[src/rtl/cq_pkg.sv]
package cq_pkg;

   typedef enum logic [1:0] {
      POL_RISE = 2'b00,
      POL_FALL = 2'b01,
      POL_BOTH = 2'b10,
      POL_RSVD = 2'b11
   } pol_e;

   // bits 4:3 filter code, bits 2:1 polarity, bit 0 source select
   typedef struct packed {
      logic [1:0] filt;
      pol_e       pol;
      logic       src_ext;
   } cfg_t;

   localparam int CFG_W  = $bits(cfg_t);
   localparam int FILT_CODE_W = 2;

endpackage

[src/rtl/cq_cfg.sv]
module cq_cfg
   import cq_pkg::*;
(
   input  logic             clk,
   input  logic             rst_n,
   input  logic             en,
   input  logic             we,
   input  logic [CFG_W-1:0] wdata,
   output cfg_t             cfg,
   output logic             err
);

   cfg_t wcfg;
   logic reject;

   assign wcfg   = cfg_t'(wdata);
   assign reject = en || (wcfg.pol == POL_RSVD);

   always_ff @(posedge clk or negedge rst_n) begin
      if (!rst_n) begin
         cfg <= '0;
         err <= 1'b0;
      end else begin
         err <= 1'b0;
         if (we) begin
            if (reject) err <= 1'b1;
            else        cfg <= wcfg;
         end
      end
   end

   AST_CFG_LOCKED: assert property (@(posedge clk) disable iff (!rst_n)
      en |=> $stable(cfg));

   AST_NO_RSVD_POL: assert property (@(posedge clk) disable iff (!rst_n)
      cfg.pol != POL_RSVD);

   AST_ERR_HAS_CAUSE: assert property (@(posedge clk) disable iff (!rst_n)
      err |-> $past(we));

endmodule

[src/rtl/cq_sync.sv]
module cq_sync #(
   parameter int STAGES = 2
) (
   input  logic clk,
   input  logic rst_n,
   input  logic d,
   output logic q
);

   generate
      if (STAGES < 2) begin : g_bad_stages
         $error("cq_sync: STAGES must be at least 2");
      end
   endgenerate

   logic [STAGES-1:0] chain;

   always_ff @(posedge clk or negedge rst_n) begin
      if (!rst_n) chain[0] <= 1'b0;
      else        chain[0] <= d;
   end

   for (genvar i = 1; i < STAGES; i++) begin : g_stage
      always_ff @(posedge clk or negedge rst_n) begin
         if (!rst_n) chain[i] <= 1'b0;
         else        chain[i] <= chain[i-1];
      end
   end

   assign q = chain[STAGES-1];

endmodule

[src/rtl/cq_filter.sv]
module cq_filter
   import cq_pkg::*;
#(
   parameter int MAX_LEN = 8
) (
   input  logic                   clk,
   input  logic                   rst_n,
   input  logic                   en,
   input  logic [FILT_CODE_W-1:0] code,
   input  logic                   din,
   output logic                   level,
   output logic                   rise_stb,
   output logic                   fall_stb
);

   localparam int CNT_W = $clog2(MAX_LEN);

   generate
      if (MAX_LEN < (1 << ((1 << FILT_CODE_W) - 1))) begin : g_bad_len
         $error("cq_filter: MAX_LEN too small for the largest filter code");
      end
   endgenerate

   logic [CNT_W-1:0] run_cnt;
   logic [CNT_W-1:0] limit;

   assign limit = CNT_W'((1 << code) - 1);

   always_ff @(posedge clk or negedge rst_n) begin
      if (!rst_n) begin
         level    <= 1'b0;
         run_cnt  <= '0;
         rise_stb <= 1'b0;
         fall_stb <= 1'b0;
      end else begin
         rise_stb <= 1'b0;
         fall_stb <= 1'b0;
         if (!en) begin
            level   <= din;
            run_cnt <= '0;
         end else if (din == level) begin
            run_cnt <= '0;
         end else if (run_cnt == limit) begin
            level    <= din;
            run_cnt  <= '0;
            rise_stb <= din;
            fall_stb <= ~din;
         end else begin
            run_cnt <= run_cnt + 1'b1;
         end
      end
   end

   AST_STB_EXCLUSIVE: assert property (@(posedge clk) disable iff (!rst_n)
      $onehot0({rise_stb, fall_stb}));

   AST_RISE_MATCHES: assert property (@(posedge clk) disable iff (!rst_n)
      rise_stb |-> (level && !$past(level) && $past(en)));

   AST_FALL_MATCHES: assert property (@(posedge clk) disable iff (!rst_n)
      fall_stb |-> (!level && $past(level) && $past(en)));

endmodule

[src/rtl/cq_edge.sv]
module cq_edge
   import cq_pkg::*;
(
   input  pol_e pol,
   input  logic rise_stb,
   input  logic fall_stb,
   output logic pulse
);

   always_comb begin
      unique case (pol)
         POL_RISE: pulse = rise_stb;
         POL_FALL: pulse = fall_stb;
         POL_BOTH: pulse = rise_stb | fall_stb;
         default:  pulse = 1'b0;
      endcase
   end

endmodule

[src/rtl/cnt_event_qual.sv]
module cnt_event_qual
   import cq_pkg::*;
#(
   parameter int SYNC_STAGES = 2,
   parameter int MAX_FILT    = 8
) (
   input  logic             clk,
   input  logic             rst_n,
   input  logic             en,
   input  logic             cfg_we,
   input  logic [CFG_W-1:0] cfg_wdata,
   output logic [CFG_W-1:0] cfg_q,
   output logic             cfg_err,
   input  logic             ext_in,
   output logic             cnt_pulse
);

   cfg_t cfg;
   logic sync_in;
   logic level;
   logic rise_stb;
   logic fall_stb;
   logic ext_pulse;

   cq_cfg u_cfg (
      .clk   (clk),
      .rst_n (rst_n),
      .en    (en),
      .we    (cfg_we),
      .wdata (cfg_wdata),
      .cfg   (cfg),
      .err   (cfg_err)
   );

   cq_sync #(.STAGES(SYNC_STAGES)) u_sync (
      .clk   (clk),
      .rst_n (rst_n),
      .d     (ext_in),
      .q     (sync_in)
   );

   cq_filter #(.MAX_LEN(MAX_FILT)) u_filt (
      .clk      (clk),
      .rst_n    (rst_n),
      .en       (en),
      .code     (cfg.filt),
      .din      (sync_in),
      .level    (level),
      .rise_stb (rise_stb),
      .fall_stb (fall_stb)
   );

   cq_edge u_edge (
      .pol      (cfg.pol),
      .rise_stb (rise_stb),
      .fall_stb (fall_stb),
      .pulse    (ext_pulse)
   );

   assign cfg_q     = cfg;
   assign cnt_pulse = en & (cfg.src_ext ? ext_pulse : 1'b1);

   AST_NO_FALSE_EDGE: assert property (@(posedge clk) disable iff (!rst_n)
      $rose(en) |-> !ext_pulse);

   AST_LEVEL_TRACKS_OFF: assert property (@(posedge clk) disable iff (!rst_n)
      $past(!en) |-> (level == $past(sync_in)));

endmodule

[config.mk]
export PLATFORM = sky130hd
export DESIGN_NAME = cnt_event_qual
export DESIGN_NICKNAME = d
export VERILOG_FILES = /design/src/rtl/cq_pkg.sv /design/src/rtl/cq_cfg.sv /design/src/rtl/cq_sync.sv /design/src/rtl/cq_filter.sv /design/src/rtl/cq_edge.sv /design/src/rtl/cnt_event_qual.sv
export SDC_FILE = /design/constraint.sdc
export NUM_CORES = 1
export LEC_CHECK = 0
export ABC_AREA = 1
export ABC_CLOCK_PERIOD_IN_PS = 1450
export BUFFER_PORTS_ARGS = -buffer_cell sky130_fd_sc_hd__buf_2
export CORE_AREA = 2 2 39 41
export CTS_BUF_LIST = sky130_fd_sc_hd__clkbuf_16
export CTS_CLUSTER_SIZE = 8
export DETAILED_ROUTE_END_ITERATION = 7
export DIE_AREA = 0 0 41 43
export PLACE_DENSITY = 0.72
export SETUP_SLACK_MARGIN = 0.4
export SLEW_MARGIN = 40
export SYNTH_ARGS = -nofsm -noshare
export SYNTH_HDL_FRONTEND = slang
export SYNTH_SLANG_ARGS = --single-unit
[constraint.sdc]
create_clock -name clk -period 1.45 [get_ports clk]
set_input_delay 0.29 -clock clk [delete_from_list [all_inputs] [get_ports clk]]
set_output_delay 0.29 -clock clk [all_outputs]
set_load 0.05 [all_outputs]
Yosys cells after proc, flatten, opt, wreduce, memory -nomap -nowiden --
Cells that the tools add are included.
Storage, ports and cells: bits in registers 14, output and inout bits 7, logic and storage cells 44
Cells by class: add/sub/neg operators 2, equality and inequality tests 7, shift-type cells 1, mux-type cells 16, bitwise operators 4, reductions and logical operators 4
Operator list (count):
- $mux W1 | 12
- $mux W3 | 3
- $eq A2 B2 Y1 const B | 2
- $reduce_and A2 Y1 | 2
- $add A3 B1 Y3 const B | 1
- $eq A3 B3 Y1 | 1
- $pmux W1 S3 | 1
- $shl A1 B2 Y3 const A | 1
- $sub A3 B2 Y3 const B | 1
- $eq A2 B1 Y1 const B | 1
- $logic_not A2 Y1 | 1
- $ne A2 B1 Y1 const B | 1
- $ne A2 B2 Y1 const B | 1
- $not A1 Y1 | 2
- $and A1 B1 Y1 | 1
- $eq A1 B1 Y1 | 1
- $logic_or A1 B1 Y1 | 1
- $or A1 B1 Y1 | 1

Depth between registers and ports, before layout --
depth after elaboration 6, gate-level depth with buffers 8

Modules after synthesis --
Synthesis repeated with hierarchy kept, for this count alone.
Second synthesis, totals: cell total of the unflattened synthesis 75, area, all modules 646.9 sq um
By module, submodules not included:
- cq_filter | times used 1, cells each 38, area an instance 306.5 sq um, sequential area each 150.1 sq um
- cq_cfg | times used 1, cells each 25, area an instance 246.5 sq um, sequential area each 150.1 sq um
- cq_sync | times used 1, cells each 2, area an instance 50.0 sq um, sequential area each 50.0 sq um
- cq_edge | times used 1, cells each 7, area an instance 27.5 sq um, sequential area each 0.0 sq um
- cnt_event_qual | times used 1, cells each 3, area an instance 16.3 sq um, sequential area each 0.0 sq um

Worst setup path after synthesis --
No wires, ideal clock.
kind register to output, start point register u_cfg.cfg[1] (netlist name), end point output port cnt_pulse, data arrival time 1.662 ns, slack -0.502 ns, cell stages (with the launch flop) 4, buffers on the path 0, cell sequence dfrtp_1 > xor2_1 > nand2_1 > a31oi_1
Between the ends: word-level cells in the longest chain between the ends 4, elaborated cells between the ends (all ways) 6, classes of those cells eq/ne: 2; mux: 2; bitwise: 1; reduce/logical: 1
RTL lines:
- $eq A2 B2 Y1 (tied with other cells) | line cq_edge.sv:11 | unique case (pol)
- $pmux W1 S3 * | line cq_edge.sv:11
- $mux W1 * | line cnt_event_qual.sv:61 | assign cnt_pulse = en & (cfg.src_ext ? ext_pulse : 1'b1);
- $and A1 B1 Y1 * | line cnt_event_qual.sv:61
- end: declaration | line cnt_event_qual.sv:15 | output logic cnt_pulse
Mark *: on every way between the ends. The rest lies on a longest branch, timed or not.

Worst setup path in the final report --
start point register u_cfg.cfg[2] (netlist name), end point output port cnt_pulse
Between the ends: word-level cells in the longest chain between the ends 4, elaborated cells between the ends (all ways) 6, classes of those cells eq/ne: 2; mux: 2; bitwise: 1; reduce/logical: 1
RTL lines (line):
- $eq A2 B2 Y1 (tied with other cells) | cq_edge.sv:11
- $pmux W1 S3 * | cq_edge.sv:11
- $mux W1 * | cnt_event_qual.sv:61
- $and A1 B1 Y1 * | cnt_event_qual.sv:61
Marked as above.

==> impl_summary.txt <==
----------------------------------------------------
[Routing]
  Residual antenna-violating net count after detailed routing ... 0
  Number of remaining DRC errors ... 0
  Initial detailed-routing violation count ... 3
  Total via count in the routed design ... 482
  Final routed wire length divided by cell count ... 12.80 um
  TritonRoute pass-1 iters ... 4
  Post-detailed-routing wire length ... 1254 um
  Vias per cell ... 4.918

[Pwr]
  Overall Power ... 1377 uW
  PD cells ... 1505 nW/um^2
  Peak supply drop ... 1.062 mV
  Leak ... 0.0004431 uW

[Worst setup path]
  Critical path capture point type ... primary output
  Peak fanout along the critical path ... 2
  Worst reg-to-reg path cell count ... 7
  Buf/Inv on CP ... 1
  Nature of the critical path startpoint ... flop
  Required @ worst endpoint ... 1160 ps
  Endpoint of the worst register-to-register path ... u_filt.level$_DFFE_PN0P_
  Critical path's largest stage delay ... 420 ps
  Cell with the biggest individual delay on the critical path ... dfrtp_2
  Type of the setup path with the least slack ... flop to primary output
  Series of cell instances along the critical path ... xor2_2, nand2_2, a31oi_4, buf_6
  Cell family contributing the most delay on the critical path ... flip-flops
  Setup slack of the worst register-to-register path ... 320 ps
  Launching point of the worst reg2reg path ... u_cfg.cfg[4]$_DFFE_PN0P_
  Data arrival, critical path ... 1250 ps

[Synthesis]
  Number of synthesized register bits ... 14
  Number of instances in the synthesized netlist ... 60
  Post-synthesis cell type with the largest combined area ... dfrtp_1
  Main synth FF type ... dfrtp_1
  Most area-consuming cells after synthesis ... dfrtp_1 57%, nand2_1 9.1%, mux2_2 7.3%
  Synth top area share ... 56.91%
  Number of synthesized flops with an enable pin ... 0
  Sequential fraction of the synthesis area ... 56.91%
  Net Count, Synth ... between 70 and 80
  Most frequent cell after synthesis ... nand2_1
  Async set-or-reset flop fraction in the synthesized netlist ... 100.0%
  Commonest cells in the synthesized netlist ... 15 x nand2_1, 14 x dfrtp_1, 5 x inv_1, 5 x nor2_1, 4 x mux2_2
  Number of warnings reported in the yosys synthesis log ... 0
  Post-synthesis instance area ... 615.6 sq um
  Synthesized area per cell ... 10.26 sq um
  Number of unique standard cell types used by synthesis ... 19

[Placement]
  Count of buffers from port buffering ... 16
  HPWL after detailed placement ... 828.2 um
  Routability congestion estimate ... 0.6546
  Place WS ... 106.7 ps

[STA]
  F_max ... 0.6500 GHz
  Final number of hold-violating endpoints ... 0
  Final worst path period share ... 106.1%
  Final setup skew ... 4.134 ps
  Worst Hold Margin ... roughly 160 ps
  Max_slew headroom ... 80.32%
  Final setup vio count ... 1
  Fin worst setup slack ... -88.51 ps
  Post-layout min period ... 1539 ps
  Max-slew violation count ... 0
  Worst slew pin tran ... 295.3 ps
  RSZ-0062 raised after global routing ... yes

[Worst hold path]
  Hold Crit Class ... primary input to flop
  Terminating pin of the worst hold path ... u_sync.chain[0]$_DFF_PN0_
  Worst hold stages ... 1
  Startpoint of the most critical hold path ... ext_in

[Die]
  Die X-Extent ... 41 um
  Die outline area ... 1763 sq um
  Starting density of the core ... between 40% and 50%
  Placeable core region ... ~1400 sq um
  Number of top-level design ports ... 17
  Row count ... 14
  Die outline height ... between 40 and 50 um

[Clocking]
  Deepest clock path buffer count ... 2
  CTS Buf Count ... 3
  CTS Root Cell ... clkbuf_16
  Clock network latency to the later pin of the worst-skew pair ... 240 ps
  Number of H-tree branching levels ... 1
  Clock tree from TritonCTS ... built
  Clock transition at the registers of the reported paths ... 40 ps
  Number of clock sinks ... 14

[Global route]
  Number of global-route vias before repair ... 480
  Pin count of the biggest net entering global routing ... 15
  Global-route wire length before repair ... roughly 2000 um
  Overall overflow remaining after global route ... 0
  GRT Overall Usage ... 18.11%
  Number of antenna violations at the first check in global routing ... 0

[Outcome]
  Violations in the final reports ... negative setup slack
  Result of the run ... complete, but fails checks

[Finish]
  Fraction of layout instances using a drive strength above 1 ... 46.34%
  Number of nets in the final layout ... 94
  Inserted Diodes ... 0
  Post-synthesis to final-layout area growth ... 48.58%

[Job]
  Total of max-cap violations ... 0

----------------------------------------------------
worst max path at each step:
stage                     cells past startpoint   endpoint                startpoint
final                                         4  cnt_pulse  u_cfg.cfg[2]$_DFFE_PN0P_
after global routing                          4  cnt_pulse  u_cfg.cfg[2]$_DFFE_PN0P_
after CTS                                     4  cnt_pulse  u_cfg.cfg[1]$_DFFE_PN0P_
after detailed placement                      4  cnt_pulse  u_cfg.cfg[1]$_DFFE_PN0P_
after global placement                        4  cnt_pulse  u_cfg.cfg[1]$_DFFE_PN0P_
after floorplan                               3  cnt_pulse  u_cfg.cfg[1]$_DFFE_PN0P_
worst reg2reg max path, stage by stage, from the launching register on:
cell     delay (ps)
dfrtp_2         470
nor2_1          110
nand2_1          60
nand2_1         100
nand3_4         100
nand2_2         120
nand2_1          50
nand2_1          60
layer usage:
layer / up-vias / share of wire (%) / global-route usage (%)
met4: 0 / 1.8 / 8.000
met1: 225 / 38 / 19.86
li1: 235 / - / -
met2: 18 / 54 / 28.75
met3: 4 / 5.8 / 7.853
met5: - / 0 / 0
through the flow:
step	cell area, sq um	std cells	TNS (ps)	utilization [%]
after CTS	895.9	98	-48.10	64.74
after global placement	735.7	92	0	53.16
after detailed placement	735.7	92	0	53.16
final	914.6	98	-88.51	66.09
after floorplan	635.6	60	0	-
after global routing	914.6	98	-138.2	66.09
registers in the layout (all words and copies together), names as in the netlist:
register         count
u_filt.rise_stb      1
u_filt.level         1
u_sync.q             1
u_filt.run_cnt       3
u_cfg.err            1
u_cfg.cfg            5
u_sync.chain         1
u_filt.fall_stb      1
logic make-up after synthesis:
| kind of cell | after synthesis | synth area share [%] |
|---|---|---|
| flip-flops | 14 | 56.91 |
| buffers and inverters | 6 | 3.658 |
| AND/OR/NAND/NOR | 28 | 21.95 |
| XOR/XNOR | 3 | 4.269 |
| AO/OA/AOI/OAI | 4 | 3.861 |
| adder cells (fa/ha/maj) | 1 | 2.032 |
| multiplexers | 4 | 7.317 |
power by group:
group	internal, uW	switching [uW]
clock	363	143
sequential	438	58.5
combinational	155	219
placed cells by master, fill, tap and decap left out, drive strengths merged:
cell,n
nor3,2
or2,1
inv,7
xnor2,1
a21boi,1
a31oi,1
dfrtp,14
clkbuf,3
mux2,4
dlygate4sd3,1
nand2,16
nand3,4
buf,17
nor2,5
ha,1
xor2,2
o21ai,1
a21oi,1
what timing repair did:
| action | 4_1_cts | 5_1_grt |
|---|---|---|
| setup endpoints to repair | 13 | 13 |
| hold endpoints to repair | 14 | 0 |
| pin swaps | 4 | 0 |
| gates resized for setup | 17 | 6 |
| buffers inserted | 1 | 0 |
| hold buffers | 1 | 0 |
cell type report:
class | instances | area, sq um
Clock buffer | 3 | 75.07
Clock inverter | 1 | 3.754
Fill cell | 108 | 469.2
Inverter | 6 | 22.52
Multi-Input combinational cell | 40 | 285.3
Sequential cell | 14 | 355.3
Tap cell | 16 | 20.02
Timing Repair Buffer | 18 | 152.6
No activity file was read; power rests on OpenSTA's default activity.
